==> src/rtl/deser_pkg.sv <==
package deser_pkg;

    localparam int unsigned DFLT_WORD_W = 16;

    typedef enum logic {
        LVL_LOW  = 1'b0,
        LVL_HIGH = 1'b1
    } lvl_e;

endpackage

==> src/rtl/deser_divider.sv <==
module deser_divider #(
    parameter int unsigned WORD_W = deser_pkg::DFLT_WORD_W,
    localparam int unsigned CNT_W = $clog2(WORD_W)
) (
    input  logic             clk_i,
    input  logic             rst_i,
    output logic [CNT_W-1:0] pos_o,
    output logic             last_o,
    output logic             wclk_o
);
    import deser_pkg::*;

    localparam logic [CNT_W-1:0] LAST_C = CNT_W'(WORD_W - 1);
    localparam logic [CNT_W-1:0] HALF_C = CNT_W'(WORD_W / 2);

    typedef struct packed {
        logic [CNT_W-1:0] cnt;
        lvl_e             wclk;
    } div_state_t;

    div_state_t st_d, st_q;

    always_comb begin
        st_d = st_q;
        if (st_q.cnt == LAST_C) begin
            st_d.cnt = '0;
        end else begin
            st_d.cnt = st_q.cnt + 1'b1;
        end
        st_d.wclk = (st_d.cnt < HALF_C) ? LVL_HIGH : LVL_LOW;
    end

    always_ff @(posedge clk_i) begin
        if (rst_i) begin
            st_q <= '{cnt: '0, wclk: LVL_LOW};
        end else begin
            st_q <= st_d;
        end
    end

    assign pos_o  = st_q.cnt;
    assign last_o = (st_q.cnt == LAST_C);
    assign wclk_o = (st_q.wclk == LVL_HIGH);


    wclk_fall_pos_chk: assert property (@(posedge clk_i) disable iff (rst_i)
        $fell(wclk_o) |-> (st_q.cnt == HALF_C));

endmodule

==> src/rtl/deser_shifter.sv <==
module deser_shifter #(
    parameter int unsigned WORD_W = deser_pkg::DFLT_WORD_W,
    localparam int unsigned CNT_W = $clog2(WORD_W)
) (
    input  logic              clk_i,
    input  logic              rst_i,
    input  logic              bit_i,
    input  logic              inv_i,
    input  logic [CNT_W-1:0]  pos_i,
    output logic [WORD_W-1:0] word_next_o
);
    typedef struct packed {
        logic [WORD_W-1:0] acc;
    } shf_state_t;

    shf_state_t st_d, st_q;

    always_comb begin
        st_d = st_q;
        st_d.acc[pos_i] = bit_i ^ inv_i;
    end

    always_ff @(posedge clk_i) begin
        if (rst_i) begin
            st_q <= '{acc: '0};
        end else begin
            st_q <= st_d;
        end
    end

    assign word_next_o = st_d.acc;

endmodule

==> src/rtl/deser_outreg.sv <==
module deser_outreg #(
    parameter int unsigned WORD_W = deser_pkg::DFLT_WORD_W
) (
    input  logic              clk_i,
    input  logic              rst_i,
    input  logic              load_i,
    input  logic [WORD_W-1:0] word_i,
    output logic [WORD_W-1:0] word_o,
    output logic              par_o,
    output logic              valid_o
);
    typedef struct packed {
        logic [WORD_W-1:0] word;
        logic              par;
        logic              valid;
    } out_state_t;

    out_state_t st_d, st_q;

    always_comb begin
        st_d       = st_q;
        st_d.valid = load_i;
        if (load_i) begin
            st_d.word = word_i;
            st_d.par  = ^word_i;
        end
    end

    always_ff @(posedge clk_i) begin
        if (rst_i) begin
            st_q <= '{word: '0, par: 1'b0, valid: 1'b0};
        end else begin
            st_q <= st_d;
        end
    end

    assign word_o  = st_q.word;
    assign par_o   = st_q.par;
    assign valid_o = st_q.valid;


    word_hold_chk: assert property (@(posedge clk_i) disable iff (rst_i)
        !valid_o |-> ($stable(word_o) && $stable(par_o)));

endmodule

==> src/rtl/bitstream_deser.sv <==
module bitstream_deser #(
    parameter int unsigned WORD_W = deser_pkg::DFLT_WORD_W,
    localparam int unsigned CNT_W = $clog2(WORD_W)
) (
    input  logic              clk_i,
    input  logic              rst_i,
    input  logic              ser_bit_i,
    input  logic              invert_i,
    output logic [WORD_W-1:0] word_o,
    output logic              parity_o,
    output logic              wclk_o,
    output logic              word_valid_o
);
    logic [CNT_W-1:0]  pos_w;
    logic              last_w;
    logic [WORD_W-1:0] asm_w;

    deser_divider #(.WORD_W(WORD_W)) div_i (
        .clk_i  (clk_i),
        .rst_i  (rst_i),
        .pos_o  (pos_w),
        .last_o (last_w),
        .wclk_o (wclk_o)
    );

    deser_shifter #(.WORD_W(WORD_W)) shf_i (
        .clk_i       (clk_i),
        .rst_i       (rst_i),
        .bit_i       (ser_bit_i),
        .inv_i       (invert_i),
        .pos_i       (pos_w),
        .word_next_o (asm_w)
    );

    deser_outreg #(.WORD_W(WORD_W)) out_i (
        .clk_i   (clk_i),
        .rst_i   (rst_i),
        .load_i  (last_w),
        .word_i  (asm_w),
        .word_o  (word_o),
        .par_o   (parity_o),
        .valid_o (word_valid_o)
    );


    valid_pulse_chk: assert property (@(posedge clk_i) disable iff (rst_i)
        word_valid_o |=> !word_valid_o);


    valid_wclk_chk: assert property (@(posedge clk_i) disable iff (rst_i)
        word_valid_o |-> $rose(wclk_o));


    parity_match_chk: assert property (@(posedge clk_i) disable iff (rst_i)
        parity_o == ^word_o);


    fall_stable_chk: assert property (@(posedge clk_i) disable iff (rst_i)
        $fell(wclk_o) |-> $stable(word_o));

endmodule

==> config.mk <==
export PLATFORM = sky130hd
export DESIGN_NAME = bitstream_deser
export DESIGN_NICKNAME = d
export VERILOG_FILES = /design/src/rtl/deser_pkg.sv /design/src/rtl/deser_divider.sv /design/src/rtl/deser_shifter.sv /design/src/rtl/deser_outreg.sv /design/src/rtl/bitstream_deser.sv
export SDC_FILE = /design/constraint.sdc
export NUM_CORES = 1
export LEC_CHECK = 0
export BUFFER_PORTS_ARGS = -buffer_cell sky130_fd_sc_hd__buf_2
export CORE_MARGIN = 1
export CORE_UTILIZATION = 25
export DETAILED_ROUTE_END_ITERATION = 10
export SYNTH_ARGS = -nofsm -noshare
export SYNTH_HDL_FRONTEND = slang
export SYNTH_SLANG_ARGS = --single-unit
==> constraint.sdc <==
create_clock -name clk_i -period 6.7 [get_ports clk_i]
set_clock_uncertainty 0.1 [all_clocks]
set_input_delay 0.335 -clock clk_i [delete_from_list [all_inputs] [get_ports clk_i]]
set_output_delay 0.335 -clock clk_i [all_outputs]
set_load 0.02 [all_outputs]
Word-level counts from Yosys, hierarchy flattened
Index checks and enable logic that the tools add are counted.
Cells by class
  $lt $le $gt $ge: 3
  muxes and demuxes: 5
  multiply operators: 0
  shifts and indexed selects: 0
  bitwise gates (word level): 1
  divide/modulo/power cells: 0
  reductions and logical operators: 2
  add/sub/neg operators: 1
  eq/ne operators: 1
Operator list (count)
  16-bit bitwise mux: 1
  16-bit XOR reduction: 1
  4-bit by 5-bit < comparator with 1-bit output, second input constant: 1
  4-bit by 1-bit adder with 4-bit output, second input constant: 1
  1-bit demux with 4-bit select: 1
  4-bit equality test, second input constant: 1
  4-bit by 1-bit greater-or-equal comparator with 1-bit output, second input constant: 1
  4-bit < comparator, second input constant: 1
  4-bit 2-to-1 mux: 1
  1-bit 2-to-1 mux: 2
  1-bit logical AND: 1
  1-bit XOR: 1
Storage, ports and cells
  memory bits (writable): 0
  memories: 0
  output and inout bits: 19
  flip-flop bits (word level): 39
  memory bits (read-only): 0
  input port bits: 4
  bits in latches: 0

Longest topological paths before layout
Gate-level depths: netlist of run 1.
  word-level depth: 6
  gate-level depth with buffers: 9
  depth with buffers taken out: 9

Hierarchy
A second synthesis of run 1 with hierarchy kept.
Second synthesis, totals
  cell total of the unflattened synthesis: 159
  area, all modules: 1896.8 µm²
Modules (own cells, without submodules)
  deser_shifter: cells each 71, instances 1, seq. area each 320.3 µm², area an instance 957.2 µm²
  deser_outreg: cells each 72, instances 1, seq. area each 360.3 µm², area an instance 752.0 µm²
  deser_divider: cells each 16, instances 1, seq. area each 100.1 µm², area an instance 187.7 µm²

Worst setup path before layout of run 1
Ideal clock, no wire load.
  kind: reg-to-reg
  start: register div_i.st_q, in the netlist div_i.pos_o[0]
  end: register out_i.st_q, in the netlist out_i.par_o
  cell stages (with the launch flop): 9
  arrival time: 1.890 ns
  setup slack: 4.594 ns
  data required time: 6.483 ns
  path buffers: 0
  cells stage by stage: dfxtp_1 > ha_1 > nor3b_1 > mux2i_1 > xnor2_1 > xnor2_1 > xnor2_1 > xnor2_1 > a22o_1
On the way
  longest elaborated chain between the ends: 6
  elaborated cells between the ends (all ways): 8
  those cells by class: order compare (2); eq/ne (1); mux (3); reduce/logical (2)
RTL lines
  start, declared: line deser_divider.sv:21  | div_state_t st_d, st_q;
  start signal, assigned: line deser_divider.sv:35  | st_q <= '{cnt: '0, wclk: LVL_LOW};
  start signal, assigned: line deser_divider.sv:37  | st_q <= st_d;
  4-bit by 5-bit < comparator with 1-bit output (implied by the code) / 4-bit by 1-bit greater-or-equal comparator with 1-bit output (equally long branches): line deser_shifter.sv:20  | st_d.acc[pos_i] = bit_i ^ inv_i;
  1-bit logical AND (implied by the code): line deser_shifter.sv:20
  1-bit 2-to-1 mux (implied by the code): line deser_shifter.sv:20
  1-bit demux with 4-bit select
  16-bit bitwise mux: line deser_shifter.sv:20
  16-bit XOR reduction: line deser_outreg.sv:25  | st_d.par = ^word_i;
  end signal, assigned: line deser_outreg.sv:31  | st_q <= '{word: '0, par: 1'b0, valid: 1'b0};
  end signal, assigned: line deser_outreg.sv:33  | st_q <= st_d;
  end, declared: line deser_outreg.sv:18  | out_state_t st_d, st_q;
Several ways; a longest one is shown, not always the timed one.
A chain may end at the register's enable or synchronous reset.

Final worst setup path of run 1
  start: register div_i.st_q, in the netlist div_i.pos_o[2]
  end: register out_i.st_q, in the netlist out_i.par_o
The elaborated chain is that of the path after synthesis.

==> run metrics, run 1 <==
number of global-route vias before repair=around 1200; library cell used as clock root buffer=sky130_fd_sc_hd__clkbuf_8; vias after detailed routing=about 1200; largest stage delay on the critical path=0.91 ns; synthesized net count=191; number of distinct library cells after synthesis=24; number of nets still failing antenna checks after routing=0; GP Congestion=between 0.6 and 0.7; area inside the core boundary=6390 um2; top achievable clock speed=0.419 GHz; CTS sink cnt=39; Peak supply drop=0.107 mV; kind of cell adding the most delay to the critical path=simple AND/OR/NAND/NOR gates; Max-cap violations=0; wirelength, routed=about 3100 um; share of the yosys chip area belonging to registers=~47%; largest cells by area after synthesis=sky130_fd_sc_hd__dfxtp_1, sky130_fd_sc_hd__nor2_1, sky130_fd_sc_hd__mux2i_1; Syn. warnings=0; Placement Rows=29; area of the die=around 7000 um2; sum of buffers and inverters on the critical path=0; Antenna Diode Count=0; largest fanout on the critical path=32; leading cell type by number of instances after synthesis=sky130_fd_sc_hd__nor2_1; post-synthesis xor/xnor area fraction=9.37%; Post-synth top cells=sky130_fd_sc_hd__nor2_1, sky130_fd_sc_hd__dfxtp_1, sky130_fd_sc_hd__a21oi_1; Final Hold Violating Endpoints=0; Hold-fix buffers, CTS=0; Pwr Total=0.484 mW; total global routing overflow=0; library cell occupying the most area in the post-synthesis netlist=sky130_fd_sc_hd__dfxtp_1; Worst Max-Slew Pin Slew=~1.1 ns; CTS Buf Count=5; Post-Synth Simple-Gate Area=20.0%; detailed-route vias per instance=4.28; portion of synthesized cell area occupied by the leading cell type=a little under half; remaining design rule violation count=0; setup TNS=0 ns; Mapped Cells=183; Synth Flop Type=sky130_fd_sc_hd__dfxtp_1; classification of the worst setup path=reg2reg; Pre-Repair DR Iteration Count=4; clock transition at the registers of the reported paths=approximately 0.070 ns; class of the tightest hold or removal check=reg2reg; chip height=~84 um; ys async rst share=0%; Critical Path Slowest Stage Cell=sky130_fd_sc_hd__nand3_1; time the final worst path needs with I/O delays and setup=between 2 and 2.5 ns; pin count of the biggest net entering global routing=39; Chip Width=83.7 um; clock tree from TritonCTS=done; Clock Latency Late Sink=0.29 ns; P per Cell Area=251 nW/um2; Static Leak=0.823 nW; drt wl/cell=11.3 um; First DRT Iteration DRCs=93; Period Utilization, post-route=35.6%; signed area change from the synthesized netlist to the final layout=15.4%; number of antenna violations at the first check in global routing=0; share of synthesized cell area in full adder, half adder and majority cells=under 10%; ordered list of cells on the worst path=nand3_1 -> nor2_1 -> a22o_1; fraction of layout cells with a size suffix above 1=15.9%; number of pins exceeding their max-slew limit in the final report=0; worst endpoint data arrival time=2.53 ns; endpoint required time on the critical path=6.84 ns; Starting Density=26.1%; number of H-tree levels=2; Final Setup Violations=0; maximum buffer depth of the clock tree=2; share of synthesized area spent on multiplexers=9.82%; GR Util All Layers=9.74%; worst slew slack as a fraction of its limit=26.1%; number of resized instances in the post-cts repair step=0; kind of end point of the critical path=flop; share of the synthesized area in compound gates (AO/OA/AOI/OAI)=under 10%; count of pins on the block boundary=23; Setup Buffers After CTS=0; dominant combinational cell family by area after synthesis=simple AND/OR/NAND/NOR gates; total of buffers placed on input and output ports=22; number of nets in the layout=208; flip-flop and latch count after synthesis=39; RSZ-0062 raised after global routing=false; synthesized area per cell=9.12 um2; HPWL after DPL=roughly 2100 um; number of flops mapped to enable cells by yosys=0; Post-Syn Area=~1700 um2; startpoint kind of the worst setup timing path=flop; status=complete, no violations; first-pass GRT wire length=5300 um
==> report_power, final <==
| group | total (mW) | switching, mW | internal [mW] |
|---|---|---|---|
| registers | 0.240 | 0.00389 | 0.236 |
| logic | 0.0420 | 0.0240 | 0.0180 |
| clock network | 0.203 | 0.0822 | 0.120 |
| total | 0.484 | 0.110 | 0.374 |
==> flip-flops by register name, summed over array words and instances, names as in the netlist <==
signal         cells
div_i.pos_o        4
div_i.wclk_o       1
out_i.par_o        1
out_i.valid_o      1
out_i.word_o      16
shf_i.st_q        16
==> cell type report <==
cell class / instances / area [um2]
Timing Repair Buffer: 22 / 110
Tap cell: 77 / 96.3
Clock buffer: 6 / 82.6
Inverter: 3 / 11.3
Sequential cell: 39 / 781
Clock inverter: 2 / 35.0
Multi-Input combinational cell: 129 / 810
Fill cell: 706 / 4460
==> worst register-to-register path: cells and delay by family, from the launching register on <==
family | cells | cell delay, ns
flip-flops | 1 | 0.70
AO/OA/AOI/OAI | 1 | 0.17
AND/OR/NAND/NOR | 2 | 1.36
==> kinds of logic (layout without fill, tap and decap cells) <==
| logic type | count (synthesis) | count (layout) |
|---|---|---|
| mux | 16 | 16 |
| xor+xnor | 17 | 17 |
| compound gates | 19 | 19 |
| simple gates | 73 | 73 |
| buf+inv | 15 | 33 |
| fa+ha+maj | 4 | 4 |
| flops | 39 | 39 |
==> through the flow <==
stage | area [um2] | hold WS [ns] | utilization [%] | std cells | worst slack [ns]
5_1_grt | 1930 | 0.412 | 30.2 | 278 | 3.98
2_1_floorplan | 1670 | 0.376 | - | 183 | 4.59
6_report | 1930 | 0.386 | 30.2 | 278 | 4.31
3_3_place_gp | 1810 | 0.365 | 28.3 | 270 | 4.21
3_5_place_dp | 1810 | 0.374 | 28.3 | 270 | 4.21
4_1_cts | 1930 | 0.394 | 30.2 | 278 | 4.25
==> per-layer routing <==
metal / wire (um) / global-route usage, % / up-vias / share of wire, %
met5: 0 / 0 / - / 0
met4: 88 / 6.01 / 0 / 2.8
met3: 149 / 3.46 / 5 / 4.7
met2: 1440 / 15.7 / 18 / 46
met1: 1480 / 10.9 / 541 / 47
li1: - / - / 626 / -
==> path summary, 6_finish.rpt <==
| path | from | to | slack, ns | depth (start not counted) |
|---|---|---|---|---|
| min | out_i.word_o[7]$_SDFFE_PP0N_ | out_i.word_o[7]$_SDFFE_PP0N_ | 0.39 | 2 |
| min reg2reg | out_i.word_o[7]$_SDFFE_PP0N_ | out_i.word_o[7]$_SDFFE_PP0N_ | 0.39 | 2 |
| max reg2reg | div_i.pos_o[2]$_SDFF_PP0_ | out_i.par_o$_SDFFE_PP0N_ | 4.31 | 3 |
| max | div_i.pos_o[2]$_SDFF_PP0_ | out_i.par_o$_SDFFE_PP0N_ | 4.31 | 3 |
==> placed cells by master (no fill, tap or decap), drive strengths merged <==
master,count
xor2,2
clkinv,1
and3,1
dfxtp,39
o41a,1
and2,1
ha,4
buf,22
nor2,52
a22o,1
clkbuf,6
nand3,4
bufinv,1
nor3,2
mux2i,16
nor3b,4
a21oi,16
nand3b,8
nor2b,1
o21ai,1
inv,3
xnor2,15
Power figures use the tool's default switching activity.
==> run 2: changes to the inputs <==
--- a/config.mk
+++ b/config.mk
@@ -5,6 +5,7 @@
 export SDC_FILE = /design/constraint.sdc
 export NUM_CORES = 1
 export LEC_CHECK = 0
+export ABC_AREA = 1
 export BUFFER_PORTS_ARGS = -buffer_cell sky130_fd_sc_hd__buf_2
 export CORE_MARGIN = 1
 export CORE_UTILIZATION = 25
==> constraint.sdc (replaced) <==
create_clock -name clk_i -period 2.25 [get_ports clk_i]
set_clock_uncertainty 0.1 [all_clocks]
set_input_delay 0.1125 -clock clk_i [delete_from_list [all_inputs] [get_ports clk_i]]
set_output_delay 0.1125 -clock clk_i [all_outputs]
set_load 0.02 [all_outputs]
==> run metrics, run 2 <==
status=complete, no violations (unchanged); leading cell types in the layout, fill and taps excluded=sky130_fd_sc_hd__nand2_1, sky130_fd_sc_hd__dfxtp_1, sky130_fd_sc_hd__inv_1 (was sky130_fd_sc_hd__nor2_1, sky130_fd_sc_hd__dfxtp_1, sky130_fd_sc_hd__buf_2); Setup Buffers After CTS=0 (unchanged); largest stage delay on the critical path=0.39 ns (was 0.91 ns); internal power summed over all cells=0.984 mW (was 0.374 mW); worst slew slack as a fraction of its limit=59.4% (was 26.1%); P per Cell Area=593 nW/um2 (was 251 nW/um2); Max-cap violations=0 (unchanged); fin util=29.9% (was 30.2%); signed area change from the synthesized netlist to the final layout=15.5% (was 15.4%); time the final worst path needs with I/O delays and setup=2.00 ns (was 2.39 ns); pin count of the biggest net entering global routing=23 (was 39); endpoint required time on the critical path=2.34 ns (was 6.84 ns); Hold-fix buffers, CTS=0 (unchanged); number of flops mapped to enable cells by yosys=0 (unchanged); Post-synth top cells=sky130_fd_sc_hd__nand2_1, sky130_fd_sc_hd__dfxtp_1, sky130_fd_sc_hd__inv_1 (was sky130_fd_sc_hd__nor2_1, sky130_fd_sc_hd__dfxtp_1, sky130_fd_sc_hd__a21oi_1); CTS Buf Count=5 (unchanged); number of H-tree levels=2 (unchanged); Chip Width=91.7 um (was 83.7 um); RSZ-0062 raised after global routing=false (unchanged); most prevalent standard cell on the critical path=sky130_fd_sc_hd__nand2_1; CTS sink cnt=39 (unchanged); share of the yosys chip area belonging to registers=38.8% (was 46.8%); number of nets still failing antenna checks after routing=0 (unchanged); number of global-route vias before repair=1823 (was 1162); worst setup path startpoint=div_i.pos_o[0]$_SDFF_PP0_ (was div_i.pos_o[2]$_SDFF_PP0_); FF-to-FF End=out_i.par_o$_SDFFE_PP0N_ (unchanged); number of nets in the layout=348 (was 208); Psw=0.396 mW (was 0.110 mW); ordered list of cells on the worst path=inv_1 -> ha_1 -> inv_1 -> nor2_1 -> nand2_1 -> nand2_1 -> inv_1 -> nand2_1 -> nand2_1 -> inv_1 -> nand2_1 -> nand2_1 -> nand2_1 -> nand2_1 -> nand2_1 -> nand2_1 -> nand2_1 -> nand2_1 (was nand3_1 -> nor2_1 -> a22o_1); most common library cell in the layout ignoring fill and taps=sky130_fd_sc_hd__nand2_1 (was sky130_fd_sc_hd__nor2_1); GP Congestion=0.846 (was 0.685); worst reg-to-reg setup slack=0.25 ns (was 4.31 ns); clock transition at the registers of the reported paths=0.08 ns (was 0.07 ns); GR Util All Layers=11.7% (was 9.74%); Syn. warnings=0 (unchanged); Clock Latency Late Sink=0.29 ns (about the same); Mapped Cells=315 (was 183); wirelength, routed=4480 um (was 3150 um); area of the die=8420 um2 (was 7010 um2); synthesized net count=323 (was 191); chip height=91.7 um (was 83.7 um); kind of end point of the critical path=flop (unchanged); flip-flop and latch count after synthesis=39 (unchanged); power share of the clock group=33.5% (was 41.9%); Comb pwr share=14.8% (was 8.7%); Placed Area=2220 um2 (was 1810 um2); library cell used as clock root buffer=sky130_fd_sc_hd__clkbuf_8 (unchanged); Pwr Total=1.38 mW (was 0.484 mW); end point of the critical path=out_i.par_o$_SDFFE_PP0N_ (unchanged); total of buffers placed on input and output ports=22 (unchanged); largest cells by area after synthesis=sky130_fd_sc_hd__dfxtp_1, sky130_fd_sc_hd__nand2_1, sky130_fd_sc_hd__o21ai_0 (was sky130_fd_sc_hd__dfxtp_1, sky130_fd_sc_hd__nor2_1, sky130_fd_sc_hd__mux2i_1); number of distinct library cells after synthesis=21 (was 24); Post-Syn Area=2010 um2 (was 1670 um2); reg2reg start=div_i.pos_o[0]$_SDFF_PP0_ (was div_i.pos_o[2]$_SDFF_PP0_); detailed-route vias per instance=4.21 (was 4.28); Synth Flop Type=sky130_fd_sc_hd__dfxtp_1 (unchanged); Antenna Diode Count=0 (unchanged); count of pins on the block boundary=23 (unchanged); classification of the worst setup path=reg2reg (unchanged); area inside the core boundary=7770 um2 (was 6390 um2); Period Utilization, post-route=88.7% (was 35.6%); leading cell type by number of instances after synthesis=sky130_fd_sc_hd__nand2_1 (was sky130_fd_sc_hd__nor2_1); kind of cell adding the most delay to the critical path=simple AND/OR/NAND/NOR gates (unchanged); Static Leak=1.17 nW (was 0.823 nW); r2r worst-path depth=18 (was 3); startpoint kind of the worst setup timing path=flop (unchanged); library cell occupying the most area in the post-synthesis netlist=sky130_fd_sc_hd__dfxtp_1 (unchanged); worst endpoint data arrival time=2.08 ns (was 2.53 ns); largest fanout on the critical path=5 (was 32); sw frac=28.7% (was 22.8%); portion of synthesized cell area occupied by the leading cell type=38.8% (was 46.8%); maximum buffer depth of the clock tree=2 (unchanged); synthesized area per cell=6.39 um2 (was 9.12 um2); first-pass GRT wire length=8010 um (was 5300 um); remaining design rule violation count=0 (unchanged); clock tree from TritonCTS=done (unchanged); Placement Rows=32 (was 29); Final Hold Violating Endpoints=0 (unchanged); class of the tightest hold or removal check=in2reg (was reg2reg); ys async rst share=0% (unchanged); drt wl/cell=10.1 um (was 11.3 um); number of antenna violations at the first check in global routing=0 (unchanged); Worst Max-Slew Pin Slew=0.609 ns (was 1.11 ns); HPWL after DPL=3310 um (was 2110 um); sequential cell fraction of total power=51.8% (was 49.5%); sum of buffers and inverters on the critical path=4 (was 0); top achievable clock speed=0.501 GHz (was 0.419 GHz); fraction of layout cells with a size suffix above 1=18.2% (was 15.9%); number of pins exceeding their max-slew limit in the final report=0 (unchanged); Pre-Repair DR Iteration Count=4 (unchanged); Critical Path Slowest Stage Cell=sky130_fd_sc_hd__dfxtp_2 (was sky130_fd_sc_hd__nand3_1); First DRT Iteration DRCs=106 (was 93); Starting Density=25.9% (was 26.1%); number of cells on the critical path=18 (was 3); setup TNS=0 ns (unchanged); final design instance area without fill=2330 um2 (was 1930 um2); Final Setup Violations=0 (unchanged); vias after detailed routing=1866 (was 1190); total global routing overflow=0 (unchanged); Peak supply drop=0.235 mV (was 0.107 mV)
==> run 2: cell count changes after synthesis, sizes merged, moves of 8 or more <==
| cell | delta |
|---|---|
| a21oi | -13 |
| nor2 | -20 |
| o21ai | +33 |
| mux2i | -16 |
| inv | +35 |
| nand3b | -8 |
| nand2 | +145 |
| xnor2 | -14 |
==> run 2: cell type report <==
class / instances / area, um2
clock inverters: 3 / 15.0
clock buffers: 5 / 68.8
well taps: 102 / 128
repair buffers: 26 / 140
flip-flops and latches: 39 / 782
multi-input cells: 230 / 1040
fillers: 893 / 5440
inverters: 38 / 148
==> run 2: routing by layer <==
layer	track usage, %	up-vias	wire [um]
met5	0	-	0
met4	2.34	0	30
met3	2.57	5	272
met2	19.1	35	1850
met1	16.0	821	2320
li1	-	1005	-
==> run 2: cells by family (layout without fill, tap and decap cells) <==
kind of cell             count (synthesis)  in the layout  synth area share (%)
AO/OA/AOI/OAI                           38             38                  9.94
flip-flops                              39             39                  38.8
AND/OR/NAND/NOR                        187            187                  38.0
XOR/XNOR                                 1              1                 0.435
adder cells (fa/ha/maj)                  4              4                  2.49
buffers and inverters                   46             72                  10.4
==> run 2: worst min-delay path by stage <==
| stage | startpoint | endpoint | slack, ns | cells past startpoint |
|---|---|---|---|---|
| 2_1_floorplan | rst_i | out_i.valid_o$_SDFF_PP0_ | 0.11 | 1 |
| 3_3_place_gp | out_i.word_o[14]$_SDFFE_PP0N_ | out_i.word_o[14]$_SDFFE_PP0N_ | 0.34 | 2 |
| 3_5_place_dp | out_i.word_o[14]$_SDFFE_PP0N_ | out_i.word_o[14]$_SDFFE_PP0N_ | 0.34 | 2 |
| 4_1_cts | rst_i | shf_i.st_q[2]$_SDFF_PP0_ | 0.14 | 2 |
| 5_1_grt | rst_i | shf_i.st_q[6]$_SDFF_PP0_ | 0.17 | 2 |
| 6_report | rst_i | shf_i.st_q[2]$_SDFF_PP0_ | 0.14 | 2 |
==> run 2: per-stage QoR <==
| stage | worst slack [ns] | std cells | hold WS, ns |
|---|---|---|---|
| finish | 0.255 | 443 | 0.140 |
| detailed placement | 0.219 | 435 | 0.345 |
| global route | 0.00543 | 443 | 0.171 |
| floorplan | 0.495 | 315 | 0.108 |
| CTS | 0.203 | 443 | 0.141 |
| global placement | 0.260 | 435 | 0.338 |
==> run 2: what timing repair did <==
action                     4_1_cts  5_1_grt
setup endpoints to repair        0        1
gates resized for setup          0        8
hold endpoints to repair         0        0
==> run 2: power groups by stage <==
stage | registers [mW] | clock network [mW] | logic [mW]
2_1_floorplan | 0.727 | 0 | 0.163
6_report | 0.715 | 0.462 | 0.204
3_5_place_dp | 0.729 | 0 | 0.203
4_1_cts | 0.713 | 0.483 | 0.203
3_3_place_gp | 0.729 | 0 | 0.199
5_1_grt | 0.717 | 0.513 | 0.240
